[src/rtl/deskew_pkg.sv]
package deskew_pkg;
   typedef enum logic [2:0] {
      LS_IDLE,
      LS_SWEEP,
      LS_PICK,
      LS_SLIP,
      LS_LOCK,
      LS_FAIL
   } lane_state_e;
endpackage

[src/rtl/deskew_word_timer.sv]
module deskew_word_timer #(
   parameter int WORD_W = 16
) (
   input  logic clk,
   input  logic rst_n,
   output logic word_end
);
   localparam int CW = (WORD_W > 1) ? $clog2(WORD_W) : 1;
   localparam logic [CW-1:0] LAST = CW'(WORD_W - 1);

   logic [CW-1:0] bit_cnt;

   always_ff @(posedge clk or negedge rst_n) begin
      if (!rst_n)               bit_cnt <= '0;
      else if (bit_cnt == LAST) bit_cnt <= '0;
      else                      bit_cnt <= bit_cnt + 1'b1;
   end

   assign word_end = (bit_cnt == LAST);

   // boundaries never fall on adjacent clocks
   a_r1_boundary_spacing: assert property (@(posedge clk) disable iff (!rst_n)
      word_end |=> !word_end);
endmodule

[src/rtl/deskew_match.sv]
module deskew_match #(
   parameter int                WORD_W   = 16,
   parameter int                MAX_SLIP = 3,
   parameter logic [WORD_W-1:0] PATTERN  = 16'hF0B2,
   parameter int                SLIP_W   = $clog2(2*MAX_SLIP+1)
) (
   input  logic [WORD_W+2*MAX_SLIP-1:0] win,
   output logic                         rot_hit,
   output logic                         slip_hit,
   output logic [SLIP_W-1:0]            slip_idx
);
   localparam int NCAND = 2*MAX_SLIP + 1;
   localparam logic [2*WORD_W-1:0] DBL = {PATTERN, PATTERN};

   logic [WORD_W-1:0] rot_vec;
   logic [NCAND-1:0]  cand_vec;

   for (genvar r = 0; r < WORD_W; r++) begin : g_rot
      assign rot_vec[r] = (win[WORD_W-1:0] == DBL[r +: WORD_W]);
   end

   for (genvar k = 0; k < NCAND; k++) begin : g_cand
      assign cand_vec[k] = (win[k +: WORD_W] == PATTERN);
   end

   assign rot_hit  = |rot_vec;
   assign slip_hit = |cand_vec;

   always_comb begin
      slip_idx = '0;
      for (int k = NCAND-1; k >= 0; k--) begin
         if (cand_vec[k]) slip_idx = SLIP_W'(k);
      end
   end
endmodule

[src/rtl/deskew_lane.sv]
module deskew_lane
   import deskew_pkg::*;
#(
   parameter int                PHASES    = 8,
   parameter int                WORD_W    = 16,
   parameter int                WIN_WORDS = 64,
   parameter int                MAX_SLIP  = 3,
   parameter int                SETTLE    = 2,
   parameter logic [WORD_W-1:0] PATTERN   = 16'hF0B2,
   parameter int                PH_W      = $clog2(PHASES),
   parameter int                SLIP_W    = $clog2(2*MAX_SLIP+1)
) (
   input  logic              clk,
   input  logic              rst_n,
   input  logic              start,
   input  logic              word_end,
   input  logic [PHASES-1:0] taps,
   output logic [WORD_W-1:0] word_o,
   output logic              lock_o,
   output logic              err_o
);
   localparam int WIN_LEN = WORD_W + 2*MAX_SLIP;
   localparam int HIST_W  = WIN_LEN - 1;
   localparam int CNT_W   = $clog2(WIN_WORDS + 1);
   localparam int SET_W   = $clog2(SETTLE + 1);

   lane_state_e       st;
   logic [PH_W-1:0]   phase_sel;
   logic [PHASES-1:0] pass_mask;
   logic [SET_W-1:0]  settle;
   logic [CNT_W-1:0]  wcnt, hits, hits_n;
   logic [SLIP_W-1:0] slip_k, slip_idx;
   logic [HIST_W-1:0] hist;
   logic [WIN_LEN-1:0] win;
   logic [WORD_W-1:0] word_q;
   logic              rot_hit, slip_hit;

   function automatic logic [PH_W-1:0] centre_of(input logic [PHASES-1:0] m);
      int best_len = 0;
      int best_c   = 0;
      for (int s = 0; s < PHASES; s++) begin
         int len = 0;
         bit run = 1'b1;
         for (int i = 0; i < PHASES; i++) begin
            if (run && m[(s+i) % PHASES]) len++;
            else                          run = 1'b0;
         end
         if (m[s] && (!m[(s+PHASES-1) % PHASES] || (&m && s == 0)) && len > best_len) begin
            best_len = len;
            best_c   = (s + (len-1)/2) % PHASES;
         end
      end
      return PH_W'(best_c);
   endfunction

   assign win    = {hist, taps[phase_sel]};
   assign hits_n = hits + CNT_W'(rot_hit);

   deskew_match #(
      .WORD_W(WORD_W), .MAX_SLIP(MAX_SLIP), .PATTERN(PATTERN), .SLIP_W(SLIP_W)
   ) u_match (
      .win(win), .rot_hit(rot_hit), .slip_hit(slip_hit), .slip_idx(slip_idx)
   );

   always_ff @(posedge clk or negedge rst_n) begin
      if (!rst_n) hist <= '0;
      else        hist <= win[HIST_W-1:0];
   end

   always_ff @(posedge clk or negedge rst_n) begin
      if (!rst_n) begin
         st <= LS_IDLE;  phase_sel <= '0; pass_mask <= '0; settle <= '0;
         wcnt <= '0;     hits <= '0;      slip_k <= '0;    word_q <= '0;
      end else if (start) begin
         st <= LS_SWEEP; phase_sel <= '0; pass_mask <= '0; settle <= '0;
         wcnt <= '0;     hits <= '0;      slip_k <= '0;    word_q <= '0;
      end else begin
         unique case (st)
            LS_SWEEP: if (word_end) begin
               if (settle != SET_W'(SETTLE)) settle <= settle + 1'b1;
               else if (wcnt == CNT_W'(WIN_WORDS-1)) begin
                  pass_mask[phase_sel] <= (hits_n == CNT_W'(WIN_WORDS));
                  wcnt <= '0; hits <= '0; settle <= '0;
                  if (phase_sel == PH_W'(PHASES-1)) st <= LS_PICK;
                  else                              phase_sel <= phase_sel + 1'b1;
               end else begin
                  wcnt <= wcnt + 1'b1;
                  hits <= hits_n;
               end
            end
            LS_PICK: begin
               settle <= '0;
               if (pass_mask == '0) st <= LS_FAIL;
               else begin
                  phase_sel <= centre_of(pass_mask);
                  st        <= LS_SLIP;
               end
            end
            LS_SLIP: if (word_end) begin
               if (settle != SET_W'(SETTLE)) settle <= settle + 1'b1;
               else if (slip_hit) begin
                  slip_k <= slip_idx;
                  st     <= LS_LOCK;
               end else st <= LS_FAIL;
            end
            LS_LOCK: if (word_end) word_q <= win[slip_k +: WORD_W];
            default: ;
         endcase
      end
   end

   assign word_o = word_q;
   assign lock_o = (st == LS_LOCK);
   assign err_o  = (st == LS_FAIL);

   // inside one sweep the phase only steps upward by one
   a_r2_phase_order: assert property (@(posedge clk) disable iff (!rst_n)
      (st == LS_SWEEP && $past(st) == LS_SWEEP && !$past(start) && phase_sel != $past(phase_sel))
      |-> phase_sel == $past(phase_sel) + 1'b1);
   // lock is entered only from the shift search on a boundary
   a_r4_lock_entry: assert property (@(posedge clk) disable iff (!rst_n)
      $rose(lock_o) |-> ($past(st) == LS_SLIP && $past(word_end)));
   // locked settings stay frozen until a new start
   a_r9_settings_hold: assert property (@(posedge clk) disable iff (!rst_n)
      (st == LS_LOCK && !start) |=> ($stable(phase_sel) && $stable(slip_k)));
   // a failed lane never shows data
   a_r7_fail_quiet: assert property (@(posedge clk) disable iff (!rst_n)
      err_o |-> (word_o == '0));
endmodule

[src/rtl/deskew_train.sv]
module deskew_train #(
   parameter int                LANES     = 4,
   parameter int                PHASES    = 8,
   parameter int                WORD_W    = 16,
   parameter int                WIN_WORDS = 64,
   parameter int                MAX_SLIP  = 3,
   parameter int                SETTLE    = 2,
   parameter logic [WORD_W-1:0] PATTERN   = 16'hF0B2
) (
   input  logic                     clk,
   input  logic                     rst_n,
   input  logic                     start,
   input  logic [LANES*PHASES-1:0]  taps,
   output logic [LANES*WORD_W-1:0]  out_data,
   output logic                     out_valid,
   output logic [LANES-1:0]         lane_lock,
   output logic [LANES-1:0]         lane_err,
   output logic                     all_done
);
   localparam int PH_W   = $clog2(PHASES);
   localparam int SLIP_W = $clog2(2*MAX_SLIP + 1);

   if (PHASES < 2 || (PHASES & (PHASES-1)) != 0) begin : g_bad_phases
      $error("PHASES must be a power of two of at least 2");
   end
   if (MAX_SLIP < 1 || 2*MAX_SLIP >= WORD_W) begin : g_bad_slip
      $error("MAX_SLIP must lie in 1 .. WORD_W/2-1");
   end
   if (LANES < 1 || WIN_WORDS < 1 || SETTLE < 1) begin : g_bad_counts
      $error("LANES, WIN_WORDS and SETTLE must be positive");
   end

   logic word_end;
   logic valid_q;

   deskew_word_timer #(.WORD_W(WORD_W)) u_timer (
      .clk(clk), .rst_n(rst_n), .word_end(word_end)
   );

   for (genvar l = 0; l < LANES; l++) begin : g_lane
      deskew_lane #(
         .PHASES(PHASES), .WORD_W(WORD_W), .WIN_WORDS(WIN_WORDS),
         .MAX_SLIP(MAX_SLIP), .SETTLE(SETTLE), .PATTERN(PATTERN),
         .PH_W(PH_W), .SLIP_W(SLIP_W)
      ) u_lane (
         .clk(clk), .rst_n(rst_n), .start(start), .word_end(word_end),
         .taps(taps[l*PHASES +: PHASES]),
         .word_o(out_data[l*WORD_W +: WORD_W]),
         .lock_o(lane_lock[l]), .err_o(lane_err[l])
      );
   end

   assign all_done = &(lane_lock | lane_err);

   always_ff @(posedge clk or negedge rst_n) begin
      if (!rst_n) valid_q <= 1'b0;
      else        valid_q <= word_end && all_done;
   end
   assign out_valid = valid_q;

   // data is only announced after every lane has finished
   a_r8_valid_after_done: assert property (@(posedge clk) disable iff (!rst_n)
      out_valid |-> $past(all_done));
endmodule

[config.mk]
export PLATFORM = sky130hd
export DESIGN_NAME = deskew_train
export DESIGN_NICKNAME = d
export VERILOG_FILES = /design/src/rtl/deskew_pkg.sv /design/src/rtl/deskew_word_timer.sv /design/src/rtl/deskew_match.sv /design/src/rtl/deskew_lane.sv /design/src/rtl/deskew_train.sv
export SDC_FILE = /design/constraint.sdc
export NUM_CORES = 1
export LEC_CHECK = 0
export ABC_AREA = 1
export BUFFER_PORTS_ARGS = -buffer_cell sky130_fd_sc_hd__buf_4
export CAP_MARGIN = 30
export CORE_MARGIN = 2
export CORE_UTILIZATION = 29
export CTS_CLUSTER_DIAMETER = 30
export DETAILED_ROUTE_END_ITERATION = 12
export PLACE_DENSITY_LB_ADDON = 0.15
export SLEW_MARGIN = 40
export SYNTH_ARGS = -nofsm -noshare
export SYNTH_HDL_FRONTEND = slang
export SYNTH_SLANG_ARGS = --single-unit
[constraint.sdc]
create_clock -name clk -period 10.5 [get_ports clk]
set_input_delay 1.05 -clock clk [delete_from_list [all_inputs] [get_ports clk]]
set_output_delay 1.05 -clock clk [all_outputs]
set_load 0.01 [all_outputs]
== Yosys cells after proc, flatten, opt, wreduce, memory -nomap -nowiden ==
Cells that the tools add are included.

* Register bits: 285
* Bits in latches: 0
* Memory bits (writable): 0
* Memory bits (read-only): 0
* Output and inout bits: 74
* Logic and storage cells: 3321
* Memories: 0

* Add/sub/neg operators: 333
* Multiply operators: 0
* Div/mod/pow operators: 0
* Magnitude comparators: 40
* Eq/ne operators: 169
* Shifts and indexed selects: 4
* Multiplexer cells: 2301
* Bitwise gates (word level): 33
* Reductions and logical operators: 403

{| class="wikitable"
|+ Operator list
! cell !! count
|-
| 2-to-1 mux 32 bit || 1104
|-
| adder 32 x 2 -> 32 bit, second input constant || 224
|-
| adder 32 x 1 -> 32 bit || 32
|-
| subtractor 32 x 2 -> 32 bit, second input constant || 32
|-
| 2-to-1 mux 1 bit || 940
|-
| equality test 16 bit, second input constant || 56
|-
| greater-than comparator 32 bit || 28
|-
| adder 4 x 32 -> 32 bit, first input constant || 16
|-
| 2-to-1 mux 3 bit || 136
|-
| logical AND 1 bit || 293
|-
| 2-to-1 mux 7 bit || 40
|-
| adder 3 x 32 -> 32 bit, first input constant || 8
|-
| equality test 16 x 15 -> 1 bit, second input constant || 16
|-
| 2-to-1 mux 16 bit || 12
|-
| 2-to-1 mux 8 bit || 20
|-
| adder 2 x 32 -> 32 bit, first input constant || 4
|-
| equality test 16 x 14 -> 1 bit, second input constant || 8
|-
| greater-than comparator 32 x 1 -> 1 bit, second input constant || 4
|-
| variable part select 22 x 4 -> 16 bit || 4
|-
| != test 3 bit, second input constant || 24
|-
| equality test 16 x 12 -> 1 bit, second input constant || 4
|-
| equality test 16 x 13 -> 1 bit, second input constant || 4
|-
| OR reduction 16 bit || 4
|-
| 2-to-1 mux 2 bit || 24
|-
| 39 further kinds || 246
|}

== Longest topological paths before layout ==
Gate-level depths: netlist (run 1).

* Depth in word-level cells: 87
* Gate-level depth with buffers: 106

== Cells and area by module ==
From an unflattened synthesis (run 1), not the netlist that was laid out.

* Cells, all modules: 6587
* Area total of the unflattened synthesis: 40373.7 um^2

{| class="wikitable"
|+ By module, submodules not included
! module !! times used !! cells an instance !! area an instance (um^2) !! seq. area each (um^2)
|-
| deskew_lane (g_lane[1].u_lane) || 1 || 1466 || 9377.7 || 1751.7
|-
| deskew_lane (g_lane[0].u_lane) || 1 || 1476 || 9326.4 || 1751.7
|-
| deskew_lane (g_lane[2].u_lane) || 1 || 1447 || 9173.8 || 1751.7
|-
| deskew_lane (g_lane[3].u_lane) || 1 || 1430 || 9148.8 || 1751.7
|-
| deskew_match || 4 || 185 || 778.2 || 0.0
|-
| deskew_word_timer || 1 || 17 || 168.9 || 100.1
|-
| deskew_train || 1 || 11 || 65.1 || 25.0
|}

== Least setup slack after synthesis (run 1) ==
No wires, ideal clock.

* Path kind: reg2reg
* Start: register g_lane[1].u_lane.pass_mask[1]
* End: register g_lane[1].u_lane.phase_sel[1]
* Data arrival time: 10.734 ns
* Required time: 10.384 ns
* Slack: -0.350 ns
* Cell stages (with the launch flop): 84
* Path buffers: 3
* Clock period less this slack: 10.850 ns
* Cell sequence: dfrtp_1 inv_2 buf_6 nor2_1 ha_1 o21ai_1 inv_1 ha_1 nand2_1 o21ai_1 ha_1 inv_1 o21ai_1 ha_1 nand2_1 nand2_1 ha_1 nand2_1 [48 not listed] o211ai_1 nand3_1 buf_2 nand2_1 o21ai_1 ha_1 a21oi_1 nor2_1 a211oi_1 o221ai_1 nand2_1 o21ai_0 inv_1 nand2_1 nand2_1 nand2_1 nand2_1 nand2_1

* Longest elaborated chain between the ends: 83

{| class="wikitable"
|+ RTL lines
! element !! RTL line !! RTL
|-
| start: declaration || deskew_lane.sv:29 || <nowiki>logic [PHASES-1:0] pass_mask;</nowiki>
|-
| start signal: indexed assignment || deskew_lane.sv:82 || <nowiki>pass_mask[phase_sel] <= (hits_n == CNT_W'(WIN_WORDS));</nowiki>
|-
| logical AND 1 bit || deskew_lane.sv:45 || <nowiki>if (run && m[(s+i) % PHASES]) len++;</nowiki>
|-
| 2-to-1 mux 32 bit or 2-to-1 mux 1 bit (tied branches) || deskew_lane.sv:45 ||
|-
| 2-to-1 mux 32 bit or 2-to-1 mux 1 bit (tied branches) || deskew_lane.sv:93 || <nowiki>if (pass_mask == '0) st <= LS_FAIL;</nowiki>
|-
| 2-to-1 mux 32 bit or 2-to-1 mux 1 bit (tied branches) || deskew_lane.sv:78 || <nowiki>unique case (st)</nowiki>
|-
| 2-to-1 mux 32 bit or 2-to-1 mux 1 bit (tied branches) || deskew_lane.sv:74 || <nowiki>end else if (start) begin</nowiki>
|-
| adder 32 x 2 -> 32 bit or logical AND 1 bit (tied branches) || deskew_lane.sv:45 ||
|-
| 2-to-1 mux 32 bit or 2-to-1 mux 1 bit (tied branches) || deskew_lane.sv:45 ||
|-
| 2-to-1 mux 32 bit or 2-to-1 mux 1 bit (tied branches) || deskew_lane.sv:93 ||
|-
| [67 not listed] || -- ||
|-
| 2-to-1 mux 32 bit || deskew_lane.sv:78 ||
|-
| 2-to-1 mux 32 bit || deskew_lane.sv:74 ||
|-
| greater-than comparator 32 bit || deskew_lane.sv:48 || <nowiki>if (m[s] && (!m[(s+PHASES-1) % PHASES] || (&m && s == 0)) && len > best_len) begin</nowiki>
|-
| logical AND 1 bit || deskew_lane.sv:48 ||
|-
| 2-to-1 mux 3 bit || deskew_lane.sv:48 ||
|-
| 2-to-1 mux 3 bit || deskew_lane.sv:93 ||
|-
| case mux 3 bit (2 select lines) || deskew_lane.sv:78 ||
|-
| 2-to-1 mux 3 bit || deskew_lane.sv:74 ||
|-
| end signal: assignment || deskew_lane.sv:85 || <nowiki>else phase_sel <= phase_sel + 1'b1;</nowiki>
|-
| end signal: assignment || deskew_lane.sv:95 || <nowiki>phase_sel <= centre_of(pass_mask);</nowiki>
|-
| end: declaration || deskew_lane.sv:28 || <nowiki>logic [PH_W-1:0] phase_sel;</nowiki>
|}

Several ways; a longest one is shown, not always the timed one. The select of a mux whose other input is x is not followed.
A chain may end at the register's enable or synchronous reset.

== Worst setup path after layout (run 1) ==
* Start: register g_lane[1].u_lane.pass_mask[2]
* End: register g_lane[1].u_lane.phase_sel[2]

* Longest elaborated chain between the ends: 78

{| class="wikitable"
|+ RTL lines
! element !! RTL line
|-
| logical AND 1 bit || deskew_lane.sv:45
|-
| 2-to-1 mux 32 bit or 2-to-1 mux 1 bit (tied branches) || deskew_lane.sv:45
|-
| 2-to-1 mux 32 bit or 2-to-1 mux 1 bit (tied branches) || deskew_lane.sv:93
|-
| 2-to-1 mux 32 bit or 2-to-1 mux 1 bit (tied branches) || deskew_lane.sv:78
|-
| 2-to-1 mux 32 bit or 2-to-1 mux 1 bit (tied branches) || deskew_lane.sv:74
|-
| adder 32 x 2 -> 32 bit or logical AND 1 bit (tied branches) || deskew_lane.sv:45
|-
| 2-to-1 mux 32 bit or 2-to-1 mux 1 bit (tied branches) || deskew_lane.sv:45
|-
| 2-to-1 mux 32 bit or 2-to-1 mux 1 bit (tied branches) || deskew_lane.sv:93
|-
| [62 not listed] || --
|-
| 2-to-1 mux 32 bit || deskew_lane.sv:78
|-
| 2-to-1 mux 32 bit || deskew_lane.sv:74
|-
| greater-than comparator 32 bit || deskew_lane.sv:48
|-
| logical AND 1 bit || deskew_lane.sv:48
|-
| 2-to-1 mux 3 bit || deskew_lane.sv:48
|-
| 2-to-1 mux 3 bit || deskew_lane.sv:93
|-
| case mux 3 bit (2 select lines) || deskew_lane.sv:78
|-
| 2-to-1 mux 3 bit || deskew_lane.sv:74
|}

Several ways; a longest one is shown, not always the timed one. The select of a mux whose other input is x is not followed.

==> results.rst, run 1 <==
.. list-table::
   :header-rows: 1

   * - Metric
     - Value
   * - Commonest register cell after synthesis
     - dfrtp_1
   * - First-pass GRT wire length
     - 213900 µm
   * - Standard cell area after detailed placement
     - 46410 µm²
   * - Detailed Routing Iterations Pass 1
     - 6
   * - List of most frequent post-synthesis cells
     - nand2_1 (1465), inv_1 (980), nor2_1 (665), nand3_1 (461), ha_1 (439)
   * - Number of synthesized flops with an enable pin
     - 0
   * - DR vias/cell
     - 4.792
   * - Count of nets left with antenna violations after detail routing
     - 0
   * - Total of fill cells in the finished design
     - 14580
   * - Hold Path Depth
     - 0
   * - CTS sink cnt
     - 285
   * - Std-Cell Rows
     - 136
   * - Post-synthesis register bit count
     - 285
   * - Worst slew margin relative to its limit
     - 0.4785
   * - Starting Density
     - 0.2911
   * - Horizontal die dimension
     - 374.8 µm
   * - Library cells used by synthesis
     - 84
   * - Reg2Reg Depth
     - 85
   * - Final std cell area, no fill
     - 54220 µm²
   * - Critical path's largest stage delay
     - 0.45 ns
   * - Worst path most repeated cell
     - buf_4
   * - Die area
     - 140500 µm²
   * - Number of buffers created by CTS
     - 75
   * - Placed wire-length estimate
     - 102100 µm
   * - Power density of the placed cells
     - 115.9 nW/µm²
   * - Worst setup slack before clock tree synthesis
     - -1.099 ns
   * - Post-DR wirelength/cell
     - 14.56 µm
   * - Data arrival, critical path
     - 11.19 ns
   * - Final worst clock skew
     - 0.01871 ns
   * - Total number of nets in the final design
     - 7719
   * - Cell at the root of the clock tree
     - clkbuf_16
   * - Dominant cell type by area after synthesis
     - dfrtp_1
   * - Number of H-tree levels
     - 3
   * - Antenna violations before repair
     - 1
   * - Ports
     - 109
   * - Peak supply drop
     - 0.1298 mV
   * - Cell with the most instances after synthesis
     - nand2_1
   * - Endpoint required time on the critical path
     - 11.04 ns
   * - Slack of the critical path
     - -0.1492 ns
   * - Cts hold-fix bufs
     - 0
   * - Port Buffer Count
     - 108
   * - Maximum achievable frequency
     - 0.09390 GHz
   * - Final-report setup violation count
     - 4
   * - Overall power consumption
     - 6283 µW
   * - # diodes
     - 0
   * - Final slew viol count
     - 0
   * - Max Root-Sink Buffers
     - 3
   * - Kind of critical path
     - register to register
   * - Top post-synthesis cells by area
     - dfrtp_1 (18%), nand2_1 (14%), ha_1 (14%), inv_1 (9.2%), nor2_1 (6.3%)
   * - Maximum Capacitance Violations
     - 0
   * - CP max FO
     - 4
   * - Total overflow reported by the global router
     - 0
   * - Tightest Pin Transition
     - 0.7721 ns
   * - Result of the run
     - finished with violations
   * - Ys Warns
     - 0
   * - Total Wirelength
     - 132400 µm
   * - Fraction of the yosys area taken by sequential cells
     - 0.1788
   * - Post-synthesis cell count
     - 6309
   * - Tightest hold margin
     - 0.3681 ns
   * - Pin count of the biggest net entering global routing
     - 74
   * - Post-synthesis cell area
     - 39880 µm²
   * - Die H
     - 374.8 µm
   * - Leakage power total
     - 0.02749 µW
   * - Endpoint type of the worst setup path
     - register
   * - Setup repair after global routing missed its margin
     - true
   * - Placer Congestion
     - 0.8807
   * - Critical path's slowest cell
     - dfrtp_2
   * - Vias in the first global route
     - 42250
   * - Async S/R FF share, synth
     - 1.000
   * - Number of design-rule violations left by the first detailed-router iteration
     - 2384
   * - Violations in the final reports
     - negative setup slack
   * - Clk pin slew, worst setup/hold paths
     - 0.04 ns
   * - Total count of hold-check failures in the final report
     - 0
   * - Startpoint kind of the worst setup timing path
     - register
   * - Final core occ
     - 0.3958
   * - Worst-Skew Late Latency
     - 0.60 ns
   * - Fraction of synthesized cell area taken by the top area cell type
     - 0.1788
   * - Crit share post-route
     - 1.014
   * - All-layer global routing usage
     - 0.1816
   * - Core Footprint
     - 137000 µm²
   * - Area Growth Syn to Fin
     - 35.96%
   * - Class of the most critical hold timing path
     - register to register
   * - Number of vias after detailed routing
     - 43600
   * - Mean instance size in the synthesized netlist
     - 6.321 µm²
   * - Residual DRC count
     - 0
   * - TritonCTS clock tree
     - yes
   * - Minimum period implied by the final worst setup slack
     - 10.65 ns
   * - Proportion of layout cells with a drive suffix above 1
     - 0.2586
[logic make-up after synthesis]
kind of cell             after synthesis  share of synthesized area
AO/OA/AOI/OAI                        893                     0.1390
XOR/XNOR                             183                    0.04075
adder cells (fa/ha/maj)              439                     0.1377
buffers and inverters               1195                     0.1158
flip-flops                           285                     0.1788
multiplexers                          49                    0.01264
other                                  2                  0.0001883
AND/OR/NAND/NOR                     3263                     0.3750
[power breakdown]
part,switching (µW),internal (µW),total [µW]
registers,416,1340,1750
logic,1470,745,2220
clock network,704,1610,2310
[cell type report]
type	instances	area, µm²	area share
Multi-Input combinational cell	4959	31550	0.5818
Sequential cell	285	7146	0.1318
Timing Repair Buffer	859	6714	0.1238
Inverter	1065	4029	0.07430
Tap cell	1794	2245	0.04140
Clock buffer	102	2100	0.03872
Clock inverter	34	441.7	0.008146
[layout by cell type, fill, tap and decap left out, drive strengths merged, types with 8 or more instances in the layout]
cell type  instances
conb             132
bufinv             9
nor2             737
xnor2             65
nand3b            37
mux2i             38
or2               34
o31ai              8
o221ai             8
a22o              10
clkbuf           102
ha               439
inv             1053
clkinv            32
a21boi            10
a21oi            170
nor3b              8
nor4              52
a32o              68
o211ai            44
xor2             118
a221oi            16
a31oi             28
nand3            504
nand2           1580
o32ai              8
o22ai             27
nor3             167
nand4            123
o21ai            426
a211oi            11
o41ai             12
mux2              11
buf              859
o21a               9
dfrtp            285
[state kept, by name, summed over array words and instances, names as in the netlist]
name,count
g_lane.u_lane.phase_sel,12
g_lane.u_lane.word_o,64
g_lane.u_lane.wcnt,28
g_lane.u_lane.settle,8
u_timer.bit_cnt,4
g_lane.u_lane.hist,84
g_lane.u_lane.slip_k,12
g_lane.u_lane.hits,28
g_lane.u_lane.pass_mask,32
out_valid,1
g_lane.u_lane.st,12
[final timing paths]
check,start,endpoint,slack (ns)
setup / recovery,g_lane[1].u_lane.pass_mask[2]$_DFFE_PN0P_,g_lane[1].u_lane.phase_sel[2]$_DFFE_PN0P_,-0.15
hold / removal,g_lane[3].u_lane.hist[19]$_DFF_PN0_,g_lane[3].u_lane.hist[20]$_DFF_PN0_,0.37
setup reg to reg,g_lane[1].u_lane.pass_mask[2]$_DFFE_PN0P_,g_lane[1].u_lane.phase_sel[2]$_DFFE_PN0P_,-0.15
hold reg to reg,g_lane[3].u_lane.hist[19]$_DFF_PN0_,g_lane[3].u_lane.hist[20]$_DFF_PN0_,0.37
max in group asynchronous,rst_n,g_lane[1].u_lane.pass_mask[1]$_DFFE_PN0P_,8.18
min in group asynchronous,rst_n,g_lane[2].u_lane.hist[8]$_DFF_PN0_,0.39
[per-layer routing]
layer	GRT usage	routed length (µm)	up-vias
li1	-	-	22580
met1	0.2499	64800	20160
met2	0.3055	61140	696
met3	0.01862	4358	153
met4	0.03850	2140	0
met5	0	0	-
[what timing repair did]
item	4_1_cts	5_1_grt
gates resized for setup	243	522
endpoints found under the setup margin	12	12
gates cloned	0	1
pin swaps	187	383
buffers inserted	195	97
[worst max-delay path, delay by kind of cell, from the launching register on]
kind / cells / cell delay, ns
buf+inv: 54 / 6.38
simple gates: 19 / 1.38
fa+ha+maj: 6 / 1.35
compound gates: 6 / 1.06
flops: 1 / 0.45
[per-stage QoR]
step / cells / setup TNS, ns
final: 9098 / -0.3194
after global routing: 9098 / -7.454
after CTS: 9005 / -1.219
after detailed placement: 8675 / -8.179
after global placement: 8674 / -6.828
after floorplan: 6439 / -0.03047
No activity file was read; power rests on OpenSTA's default activity.
==> run 2, diff against run 1 <==
--- a/config.mk
+++ b/config.mk
@@ -7,7 +7,6 @@
 export LEC_CHECK = 0
 export ABC_AREA = 1
 export BUFFER_PORTS_ARGS = -buffer_cell sky130_fd_sc_hd__buf_4
-export CAP_MARGIN = 30
 export CORE_MARGIN = 2
 export CORE_UTILIZATION = 29
 export CTS_CLUSTER_DIAMETER = 30
==> constraint.sdc (replaced) <==
create_clock -name clk -period 9.7 [get_ports clk]
set_input_delay 0.97 -clock clk [delete_from_list [all_inputs] [get_ports clk]]
set_output_delay 0.97 -clock clk [all_outputs]
set_load 0.01 [all_outputs]
==> run 2 against run 1 <==
The flow still finishes with violations (negative setup slack); sequential share of layout area is 0.46 points lower; clock-buffer cell count rose by 2; critical path depth is 3 higher; critical path type unchanged; highest routed layer unchanged.
==> results.rst, run 2 (same netlist as run 1, synthesis figures left out) <==
.. list-table::
   :header-rows: 1

   * - Metric
     - Value
   * - Result of the run
     - finished with violations
   * - Violations in the final reports
     - negative setup slack
   * - Die area
     - 140500 µm²
   * - Post-DR wirelength/cell
     - 14.53 µm
   * - Crit-path leading delay family
     - buffers and inverters
   * - # diodes
     - 0
   * - Core Footprint
     - 137000 µm²
   * - Final std cells w/o fill
     - 9327
   * - CP max FO
     - 4
   * - Residual DRC count
     - 0
   * - Met1 capacity usage during global routing
     - 0.2550
   * - Class of the most critical hold timing path
     - primary input to asynchronous set/reset pin
   * - Critical Path Sink
     - g_lane[3].u_lane.phase_sel[2]$_DFFE_PN0P_
   * - Most congested layer reported by global routing
     - met2
   * - Port Buffer Count
     - 108
   * - Slack of the critical path
     - -1.402 ns
   * - Number of design-rule violations left by the first detailed-router iteration
     - 2587
   * - Reg-to-reg startpoint
     - g_lane[3].u_lane.pass_mask[1]$_DFFE_PN0P_
   * - Ports
     - 109
   * - Worst-Skew Late Latency
     - 0.60 ns
   * - Placed cell count
     - 8787
   * - Endpoint required time on the critical path
     - 10.19 ns
   * - Crit share post-route
     - 1.145
   * - Cts hold-fix bufs
     - 0
   * - Critical path's largest stage delay
     - 0.47 ns
   * - Tightest Pin Transition
     - 0.8534 ns
   * - Std-Cell Rows
     - 136
   * - Total count of hold-check failures in the final report
     - 0
   * - Pin count of the biggest net entering global routing
     - 149
   * - Final slew viol count
     - 0
   * - Cell at the root of the clock tree
     - clkbuf_16
   * - Maximum Capacitance Violations
     - 0
   * - Grt met2 use
     - 0.3114
   * - Total Wirelength
     - 135500 µm
   * - Die H
     - 374.8 µm
   * - Endpoint type of the worst setup path
     - register
   * - Commonest non-fill, non-tap cell in the layout
     - nand2_1
   * - Placed wire-length estimate
     - 102700 µm
   * - Vias in the first global route
     - 43500
   * - Final worst clock skew
     - 0.02282 ns
   * - Final std cell area, no fill
     - 56190 µm²
   * - Endpoint of the worst register-to-register path
     - g_lane[3].u_lane.phase_sel[2]$_DFFE_PN0P_
   * - Number of buffers and inverters on the critical path
     - 57
   * - Maximum achievable frequency
     - 0.09007 GHz
   * - Worst path most repeated cell
     - buf_4
   * - Met3 usage in global routing
     - 0.02004
   * - Number of stages on the worst setup path
     - 88
   * - Placer Congestion
     - 0.9112
   * - Antenna violations before repair
     - 1
   * - Number of H-tree levels
     - 3
   * - CTS sink cnt
     - 285
   * - Total overflow reported by the global router
     - 0
   * - Number of vias after detailed routing
     - 44620
   * - TritonCTS clock tree
     - yes
   * - Starting Density
     - 0.2911
   * - Max Root-Sink Buffers
     - 3
   * - Critical path's slowest cell
     - dfrtp_2
   * - Area Growth Syn to Fin
     - 40.90%
   * - Final-report setup violation count
     - 12
   * - Leakage power total
     - 0.02860 µW
   * - Startpoint kind of the worst setup timing path
     - register
   * - Worst slew margin relative to its limit
     - 0.4272
   * - Setup repair after global routing missed its margin
     - true
   * - Data arrival, critical path
     - 11.59 ns
   * - All-layer global routing usage
     - 0.1861
   * - Number of flip-flops in the largest register
     - 84
   * - Horizontal die dimension
     - 374.8 µm
   * - Reg2Reg Depth
     - 88
   * - Peak supply drop
     - 0.1275 mV
   * - First-pass GRT wire length
     - 220100 µm
   * - Total number of nets in the final design
     - 7945
   * - Proportion of layout cells with a drive suffix above 1
     - 0.2820
   * - Minimum period implied by the final worst setup slack
     - 11.10 ns
   * - Most frequent cells in the layout
     - nand2_1 (1300), buf_4 (1023), inv_1 (938)
   * - Number of buffers created by CTS
     - 78
   * - Register with the highest flop count
     - g_lane.u_lane.hist
   * - Count of nets left with antenna violations after detail routing
     - 0
   * - First element of the critical path
     - g_lane[3].u_lane.pass_mask[1]$_DFFE_PN0P_
   * - Worst reg-to-reg setup slack
     - -1.40 ns
   * - Standard cell area after detailed placement
     - 47540 µm²
   * - Power density of the placed cells
     - 124.1 nW/µm²
   * - Kind of critical path
     - register to register
   * - Clk pin slew, worst setup/hold paths
     - 0.04 ns
   * - Detailed Routing Iterations Pass 1
     - 5
   * - DR vias/cell
     - 4.784
run 2: cell types whose count changed in the layout (fill, tap and decap cells not counted), moves of 5 or more:
cell,delta
nand2_2,-16
clkinv_4,+5
clkbuf_1,-8
nand3_1,-12
clkbuf_16,+6
o21ai_1,+5
inv_2,-10
nand2_1,+13
buf_4,+223
inv_1,+7
nand3_2,+10
run 2: where the power goes:
part | switching [µW] | internal, µW | leakage (µW)
clock | 815 | 1830 | 0.00133
sequential | 447 | 1450 | 0.00375
combinational | 1610 | 825 | 0.0235
run 2: what timing repair did:
item                                    4_1_cts  5_1_grt
setup buffers                               313       88
resized for setup                           230      439
endpoints found under the setup margin       12       12
cloned                                        3        0
pin swaps                                   250      355
run 2: layer usage:
layer | wire, µm | vias to the layer above
li1 | - | 23060
met1 | 64940 | 20550
met2 | 62660 | 792
met3 | 4991 | 221
met4 | 2934 | 0
met5 | 0 | -
run 2: worst min-delay path by stage:
stage	from	endpoint	slack [ns]	cells after the start
2_1_floorplan	g_lane[0].u_lane.hist[11]$_DFF_PN0_	g_lane[0].u_lane.hist[12]$_DFF_PN0_	0.35	0
3_3_place_gp	g_lane[3].u_lane.hist[19]$_DFF_PN0_	g_lane[3].u_lane.hist[20]$_DFF_PN0_	0.36	0
3_5_place_dp	g_lane[3].u_lane.hist[19]$_DFF_PN0_	g_lane[3].u_lane.hist[20]$_DFF_PN0_	0.36	0
4_1_cts	rst_n	g_lane[2].u_lane.word_o[10]$_DFFE_PN0P_	0.36	1
5_1_grt	rst_n	g_lane[2].u_lane.word_o[8]$_DFFE_PN0P_	0.38	1
6_report	rst_n	g_lane[2].u_lane.word_o[8]$_DFFE_PN0P_	0.35	1
run 2: layout make-up:
| cell class | count | area, µm² |
|---|---|---|
| fill | 14300 | 80790 |
| multi-input combinational | 4962 | 31670 |
| timing repair buffer | 1079 | 8369 |
| sequential | 285 | 7148 |
| inverter | 1065 | 4044 |
| clock buffer | 104 | 2275 |
| tap | 1794 | 2245 |
| clock inverter | 38 | 446.7 |
run 2: through the flow:
stage | setup WS [ns] | util | setup TNS [ns] | hold slack [ns] | total power [µW]
after detailed placement | -1.186 | 0.3471 | -12.05 | 0.3599 | 4117
after global placement | -1.222 | 0.3469 | -10.53 | 0.3598 | 4136
after floorplan | -0.6680 | - | -5.272 | 0.3519 | 3286
after global routing | -1.813 | 0.4102 | -18.78 | 0.3834 | 7480
final | -1.402 | 0.4102 | -10.66 | 0.3504 | 6975
after CTS | -0.7471 | 0.3912 | -7.266 | 0.3564 | 6907
